<file path="config.mk">
export PLATFORM = sky130hd
export DESIGN_NAME = edge_capture_channel
export DESIGN_NICKNAME = d
export VERILOG_FILES = /design/src/rtl/cap_chan_pkg.sv /design/src/rtl/cap_sync.sv /design/src/rtl/cap_edge.sv /design/src/rtl/cap_regs.sv /design/src/rtl/edge_capture_channel.sv
export SDC_FILE = /design/constraint.sdc
export NUM_CORES = 1
export LEC_CHECK = 0
export CORE_MARGIN = 2
export CORE_UTILIZATION = 35
export DETAILED_ROUTE_END_ITERATION = 7
export DONT_BUFFER_PORTS = 1
export GPL_ROUTABILITY_DRIVEN = 0
export GPL_TIMING_DRIVEN = 1
export MAX_ROUTING_LAYER = met4
export PLACE_DENSITY_LB_ADDON = 0.2
export RECOVER_POWER = 50
export SLEW_MARGIN = 20
export SYNTH_ARGS = -nofsm -noshare
export SYNTH_HDL_FRONTEND = slang
export SYNTH_HIERARCHICAL = 1
export SYNTH_SLANG_ARGS = --single-unit
</file>
<file path="constraint.sdc">
create_clock -name clk -period 4.13 [get_ports clk]
set_input_delay 0.6195 -clock clk [delete_from_list [all_inputs] [get_ports clk]]
set_output_delay 0.6195 -clock clk [all_outputs]
set_load 0.02 [all_outputs]
</file>
<file path="src/rtl/cap_chan_pkg.sv">
package cap_chan_pkg;

   localparam int ADDR_W = 2;
   localparam int CFG_W  = 6;

   typedef enum logic [ADDR_W-1:0] {
      REG_CTRL = 2'd0,
      REG_STAT = 2'd1,
      REG_RISE = 2'd2,
      REG_FALL = 2'd3
   } cap_reg_e;

   // bit 0 invert ... bit 5 clear-select
   typedef struct packed {
      logic clr_on_one;
      logic path_en;
      logic cap_en;
      logic fall_ie;
      logic rise_ie;
      logic invert;
   } cap_ctrl_t;

   localparam int ST_FLAG = 0;
   localparam int ST_RISE = 1;
   localparam int ST_FALL = 2;

endpackage

</file>
<file path="src/rtl/cap_sync.sv">
module cap_sync #(
   parameter int STAGES = 2
) (
   input  logic clk,
   input  logic rst_n,
   input  logic d_i,
   output logic q_o
);
   if (STAGES < 2) begin : g_bad
      $error("cap_sync: STAGES must be at least 2");
   end

   logic [STAGES-1:0] chain;

   for (genvar i = 0; i < STAGES; i++) begin : g_stage
      always_ff @(posedge clk or negedge rst_n) begin
         if (!rst_n)
            chain[i] <= 1'b0;
         else if (i == 0)
            chain[i] <= d_i;
         else
            chain[i] <= chain[(i == 0) ? 0 : i-1];
      end
   end

   assign q_o = chain[STAGES-1];
endmodule

</file>
<file path="src/rtl/cap_edge.sv">
module cap_edge (
   input  logic clk,
   input  logic rst_n,
   input  logic sync_i,
   input  logic path_en,
   input  logic invert,
   output logic rise_o,
   output logic fall_o
);
   logic level;
   logic level_q;

   assign level = (sync_i & path_en) ^ invert;

   always_ff @(posedge clk or negedge rst_n) begin
      if (!rst_n)
         level_q <= 1'b0;
      else
         level_q <= level;
   end

   assign rise_o = level & ~level_q;
   assign fall_o = ~level & level_q;
endmodule

</file>
<file path="src/rtl/cap_regs.sv">
module cap_regs
   import cap_chan_pkg::*;
#(
   parameter int CNT_W = 16
) (
   input  logic                  clk,
   input  logic                  rst_n,
   input  logic [CNT_W-1:0]      count_i,
   input  logic                  rise_evt,
   input  logic                  fall_evt,
   input  logic                  wr_en,
   input  logic [ADDR_W-1:0]     wr_addr,
   input  logic [CFG_W-1:0]      wr_data,
   input  logic [ADDR_W-1:0]     rd_addr,
   output logic [CNT_W-1:0]      rd_data,
   output cap_ctrl_t             ctrl_o,
   output logic                  flag_o,
   output logic                  rise_ind_o,
   output logic                  fall_ind_o,
   output logic [CNT_W-1:0]      rise_q_o,
   output logic [CNT_W-1:0]      fall_q_o
);
   if (CNT_W < CFG_W) begin : g_bad
      $error("cap_regs: CNT_W must be at least CFG_W");
   end

   cap_ctrl_t        ctrl_q;
   logic             flag_q, rise_ind_q, fall_ind_q;
   logic [CNT_W-1:0] rise_q, fall_q;

   logic wr_ctrl, wr_stat;
   logic take_rise, take_fall, set_flag;
   logic clr_flag, clr_rise, clr_fall;

   assign wr_ctrl   = wr_en && (wr_addr == REG_CTRL);
   assign wr_stat   = wr_en && (wr_addr == REG_STAT);
   assign take_rise = rise_evt & ctrl_q.cap_en;
   assign take_fall = fall_evt & ctrl_q.cap_en;
   assign set_flag  = (take_rise & ctrl_q.rise_ie) | (take_fall & ctrl_q.fall_ie);
   assign clr_flag  = wr_stat & wr_data[ST_FLAG];
   assign clr_rise  = wr_stat & (wr_data[ST_RISE] == ctrl_q.clr_on_one);
   assign clr_fall  = wr_stat & (wr_data[ST_FALL] == ctrl_q.clr_on_one);

   always_ff @(posedge clk or negedge rst_n) begin
      if (!rst_n) begin
         ctrl_q     <= '0;
         flag_q     <= 1'b0;
         rise_ind_q <= 1'b0;
         fall_ind_q <= 1'b0;
         rise_q     <= '0;
         fall_q     <= '0;
      end else begin
         if (wr_ctrl)
            ctrl_q <= cap_ctrl_t'(wr_data);

         if (set_flag)      flag_q <= 1'b1;
         else if (clr_flag) flag_q <= 1'b0;

         if (take_rise)     rise_ind_q <= 1'b1;
         else if (clr_rise) rise_ind_q <= 1'b0;

         if (take_fall)     fall_ind_q <= 1'b1;
         else if (clr_fall) fall_ind_q <= 1'b0;

         if (take_rise) rise_q <= count_i;
         if (take_fall) fall_q <= count_i;
      end
   end

   always_comb begin
      rd_data = '0;
      case (cap_reg_e'(rd_addr))
         REG_CTRL: rd_data[CFG_W-1:0] = ctrl_q;
         REG_STAT: begin
            rd_data[ST_FLAG] = flag_q;
            rd_data[ST_RISE] = rise_ind_q;
            rd_data[ST_FALL] = fall_ind_q;
         end
         REG_RISE: rd_data = rise_q;
         REG_FALL: rd_data = fall_q;
         default:  rd_data = '0;
      endcase
   end

   assign ctrl_o     = ctrl_q;
   assign flag_o     = flag_q;
   assign rise_ind_o = rise_ind_q;
   assign fall_ind_o = fall_ind_q;
   assign rise_q_o   = rise_q;
   assign fall_q_o   = fall_q;
endmodule

</file>
<file path="src/rtl/edge_capture_channel.sv">
module edge_capture_channel
   import cap_chan_pkg::*;
#(
   parameter int CNT_W       = 16,
   parameter int SYNC_STAGES = 2
) (
   input  logic              clk,
   input  logic              rst_n,
   input  logic              pin_i,
   input  logic [CNT_W-1:0]  count_i,
   input  logic              wr_en,
   input  logic [1:0]        wr_addr,
   input  logic [5:0]        wr_data,
   input  logic [1:0]        rd_addr,
   output logic [CNT_W-1:0]  rd_data,
   output logic              irq_o
);
   logic             pin_sync;
   logic             rise_evt, fall_evt;
   cap_ctrl_t        ctrl;
   logic             cap_en;
   logic             flag, rise_ind, fall_ind;
   logic [CNT_W-1:0] rise_q, fall_q;

   cap_sync #(.STAGES(SYNC_STAGES)) u_sync (
      .clk   (clk),
      .rst_n (rst_n),
      .d_i   (pin_i),
      .q_o   (pin_sync)
   );

   cap_edge u_edge (
      .clk     (clk),
      .rst_n   (rst_n),
      .sync_i  (pin_sync),
      .path_en (ctrl.path_en),
      .invert  (ctrl.invert),
      .rise_o  (rise_evt),
      .fall_o  (fall_evt)
   );

   cap_regs #(.CNT_W(CNT_W)) u_regs (
      .clk        (clk),
      .rst_n      (rst_n),
      .count_i    (count_i),
      .rise_evt   (rise_evt),
      .fall_evt   (fall_evt),
      .wr_en      (wr_en),
      .wr_addr    (wr_addr),
      .wr_data    (wr_data),
      .rd_addr    (rd_addr),
      .rd_data    (rd_data),
      .ctrl_o     (ctrl),
      .flag_o     (flag),
      .rise_ind_o (rise_ind),
      .fall_ind_o (fall_ind),
      .rise_q_o   (rise_q),
      .fall_q_o   (fall_q)
   );

   assign cap_en = ctrl.cap_en;
   assign irq_o  = flag & cap_en;
endmodule

</file>
# Word level (Yosys, flattened, before mapping)
# Cells that the tools add are included.
dict set report totals {
  out_inout_bits 17
  input_bits 30
  word_cells 51
  ff_bits 44
}
dict set report op_classes {
  n_eq_ne 6
  reduce_logical 7
  bitwise 15
  n_mux 9
}
# cell count
set ops {}
lappend ops {{$pmux 10 s2} 1}
lappend ops {{$pmux 3 s4} 1}
lappend ops {{$and 1x1->1} 11}
lappend ops {{$pmux 3 s3} 1}
lappend ops {{$mux 1} 6}
lappend ops {{$reduce_bool 2->1} 3}
lappend ops {{$eq 2x1->1 const B} 2}
lappend ops {{$eq 2x2->1 const B} 2}
lappend ops {{$logic_not 2->1} 2}
lappend ops {{$eq 1x1->1} 2}
lappend ops {{$logic_and 1x1->1} 2}
lappend ops {{$not 1->1} 2}
lappend ops {{$or 1x1->1} 1}
lappend ops {{$xor 1x1->1} 1}

# Logic depth before layout (Yosys ltp)
dict set report logic_depth {
  word_depth 8
  depth_mapped 5
  mapped_depth_nobuf 5
}

# By module
# Netlist, hierarchy kept.
# module cells_per_inst instances seq_area_each_um2 area_per_inst_um2
set modules_own_cells {}
lappend modules_own_cells {cap_regs 130 1 1026.0 1886.8}
lappend modules_own_cells {cap_edge 9 1 25.0 85.1}
lappend modules_own_cells {cap_sync 2 1 50.0 50.0}
lappend modules_own_cells {edge_capture_channel 1 1 0.0 6.3}

# Worst setup path after synthesis
# Ideal clock, no wire load.
dict set report synth_path {
  kind {input to output}
  from {input rd_addr[1]}
  to {output rd_data[10]}
  t_required_ns 3.510
  path_buffers 2
  arrival_time_ns 1.437
  path_stages 3
  slack_ns 2.074
  path_cell_list {clkbuf_1 > clkbuf_1 > nor2b_1}
}
dict set report synth_between {
  elab_chain_cells 2
  elab_cells_between_ends 3
  classes_between {eq/ne (2); mux (1)}
}
# item line
set synth_lines {}
lappend synth_lines {{from (decl)} edge_capture_channel.sv:14} ;# input logic [1:0] rd_addr,
lappend synth_lines {{$eq 2x2->1} cap_regs.sv:72} ;# case (cap_reg_e'(rd_addr))
lappend synth_lines {{$pmux 10 s2 *} cap_regs.sv:72}
lappend synth_lines {{to (decl)} edge_capture_channel.sv:15} ;# output logic [CNT_W-1:0] rd_data,
# Every way passes the cells marked *; elsewhere a longest branch is shown, timed or not.

# Worst setup path after layout
dict set report layout_path {
  from {register u_regs.ctrl_q, in the netlist u_regs/ctrl_o[0]}
  to {output rd_data[0]}
}
dict set report layout_between {
  elab_chain_cells 1
}
# item line
set layout_lines {}
lappend layout_lines {{from (decl)} cap_regs.sv:27} ;# cap_ctrl_t ctrl_q;
lappend layout_lines {{from (signal assigned)} cap_regs.sv:54} ;# ctrl_q <= cap_ctrl_t'(wr_data);
lappend layout_lines {{$pmux 3 s4} cap_regs.sv:72}
# Every way passes these cells.

==> metrics.txt <==
Pre-Repair DR Iteration Count=4; Synth Area in XOR/XNOR=under 10%; Clock Pin Slew Worst Setup and Hold Paths=roughly 80 ps; grt total ovfl=0; hold_buf cts=2; commonest cells after routing, fill and taps aside=dfrtp_1 (44), mux2_2 (41), nor2b_1 (11); Wirelength per Cell=roughly 18 µm; Yosys reg bits=44; CP Data Required Time=approximately 3500 ps; CTS HTree Levels=2; IO Pins=47; post-CTS setup buffers=0; CTS sink count=between 40 and 50; logic gate share of total power=31.1%; Tot GR Track Use=between 10% and 20%; crit path cell chain=mux4_2; ratio of cells with drive above 1 in the final layout=between 30 and 40%; antenna cells=0; die area=6420 µm²; worst path buffer plus inverter count=0; most common cell after layout, fill and taps aside=dfrtp_1; maximum VDD drop=0.262 mV; Clock power frac=18.9%; outcome=finished clean; Yosys top cell area share=54.3%; post-synthesis compound-gate area fraction=under 10%; largest family of logic cells by synthesized area=multiplexers; Int Pwr=roughly 1 mW; final worst-path cycle share=between 40% and 50%; Fin. Hold Viols=0; TritonCTS buffer count=5; Mapped Area=2030 µm²; sequential share of the synthesized area=54.3%; Leak=around 0.91 nW; Worst Hold Slack=25.0 ps; core box area=5540 µm²; Max clock buf depth=2; P_sw=between 0.4 and 0.5 mW; WP data arrival=~1300 ps; DRT antenna net count=0; Hold WC Path Type=input port to asynchronous set/reset pin; number of remaining DRC errors=0; final wirelength=roughly 4.0 mm; Yosys cell types=23; Crit path max-delay family=multiplexers; drt via density=5.24; syn_nets=~170; global-route wire length before repair=just over 6 mm; largest net degree at the start of global routing=34; area share of fa/ha/maj cells after synthesis=0%; synthesized area per cell=between 10 and 15 µm²; Fmax=approximately 0.52 GHz; max incr delay on CP=around 570 ps; Cells after Synth=roughly 140; vias in the first global route=between 1,000 and 1,500; CP max FO=7; initial antenna violation count=0; post-DP HPWL=between 2 and 3 mm; initial drt markers=34; Chip Width=around 80 µm; initial core utilization=36.6%; Slew Limit Fails=0; number of warnings issued by yosys=6; Final TNS setup=0 ps; leading post-synthesis cells by cell area=dfrtp_1 (54%), mux2_2 (23%), mux2i_1 (4.9%); Seq pwr share=roughly half; # fillers=about 540; Power Density=~660 nW/µm²; Fin Clk Skew=between 8 and 9 ps; Final min period=a little under 2000 ps; mux cell area share after synthesis=31.8%; Worst slew margin=between 10% and 20%; nets=176; slowest CP cell=mux4_2; CTS tree=built; Die Ht=80.1 µm; final setup violation count=0; Max Cap Viol=0; clk_lat worst skew=approximately 290 ps; PostCTS Resize Cnt=0; Post-Synth Simple-Gate Area=7.46%; critical path class=register to primary output; row count=27; sw frac=between 30 and 40%; Clk Tree Root Cell=clkbuf_8; CP endpoint kind=primary output; worst slew pin tran=1270 ps; post-route setup slack=2190 ps; PortBufs=0; DR vias=~1,100; RSZ-0062 raised after global routing=false; worst slack, placed=about 2300 ps; Layout Area Growth over Synthesis=7.65%; Setup crit start kind=register; Yosys top cell by area=dfrtp_1
[synthesized netlist by cell type, drive strengths merged]
cell,number
inv,1
nand2b,1
clkbuf,2
nor2b,11
nor3b,1
o21ai,4
xor2,3
nand4,1
mux2i,10
mux2,42
and2,2
dfrtp,44
buf,4
a22o,4
nor2,2
nand2,6
mux4,3
nand3b,1
[power groups by stage]
| stage | clock network [mW] | logic, mW | registers (mW) |
|---|---|---|---|
| floorplan | 0 | 0.409 | 0.695 |
| global placement | 0 | 0.431 | 0.725 |
| finish | 0.273 | 0.449 | 0.721 |
| CTS | 0.286 | 0.452 | 0.724 |
| detailed placement | 0 | 0.446 | 0.734 |
| global route | 0.307 | 0.489 | 0.746 |
[layout make-up]
cell class                      count  area (µm²)  share of cell area [%]
Inverter                            1        3.75                   0.172
Clock inverter                      1        7.51                   0.344
Multi-Input combinational cell     91         871                    39.9
Clock buffer                        7        86.3                    3.95
Sequential cell                    44        1100                    50.4
Timing Repair Buffer                3        23.8                    1.09
Tap cell                           72        90.1                    4.13
[logic make-up after synthesis]
kind of cell | count (synthesis)
and+or+nand+nor | 25
xor gates and xnor gates | 3
AOI/OAI and AO/OA | 8
buffers and inverters | 7
DFF | 44
muxes | 55
[per-layer routing]
metal,global-route usage (%),vias up,share of wire (%)
li1,-,511,-
met1,15.6,590,42
met2,22.0,40,49
met3,4.94,7,8.1
met4,3.90,0,1.1
met5,-,-,0
[through the flow]
step                      instances  instance area, µm²  total power [mW]  util [%]
final                           219                2180              1.44      39.4
after global routing            219                2180              1.54      39.4
after CTS                       218                2190              1.46      39.5
after detailed placement        208                2070              1.18      37.4
after global placement          208                2070              1.16      37.4
after floorplan                 142                2030              1.10         -
[path summary, 6_finish.rpt]
path	from	cells after the start	endpoint	slack, ps
min in group clk	pin_i	0	u_sync/chain[0]	350
setup reg to reg	u_regs/ctrl_o[4]	4	u_regs/rise_q_o[7]	2250
hold / removal	rst_n	0	u_regs/fall_q_o[7]	30
hold reg to reg	u_sync/chain[0]	0	u_sync/q_o	350
max in group asynchronous	rst_n	1	u_regs/fall_q_o[5]	2790
setup / recovery	u_regs/ctrl_o[0]	1	rd_data[0]	2190
No activity file was read; power rests on OpenSTA's default activity.
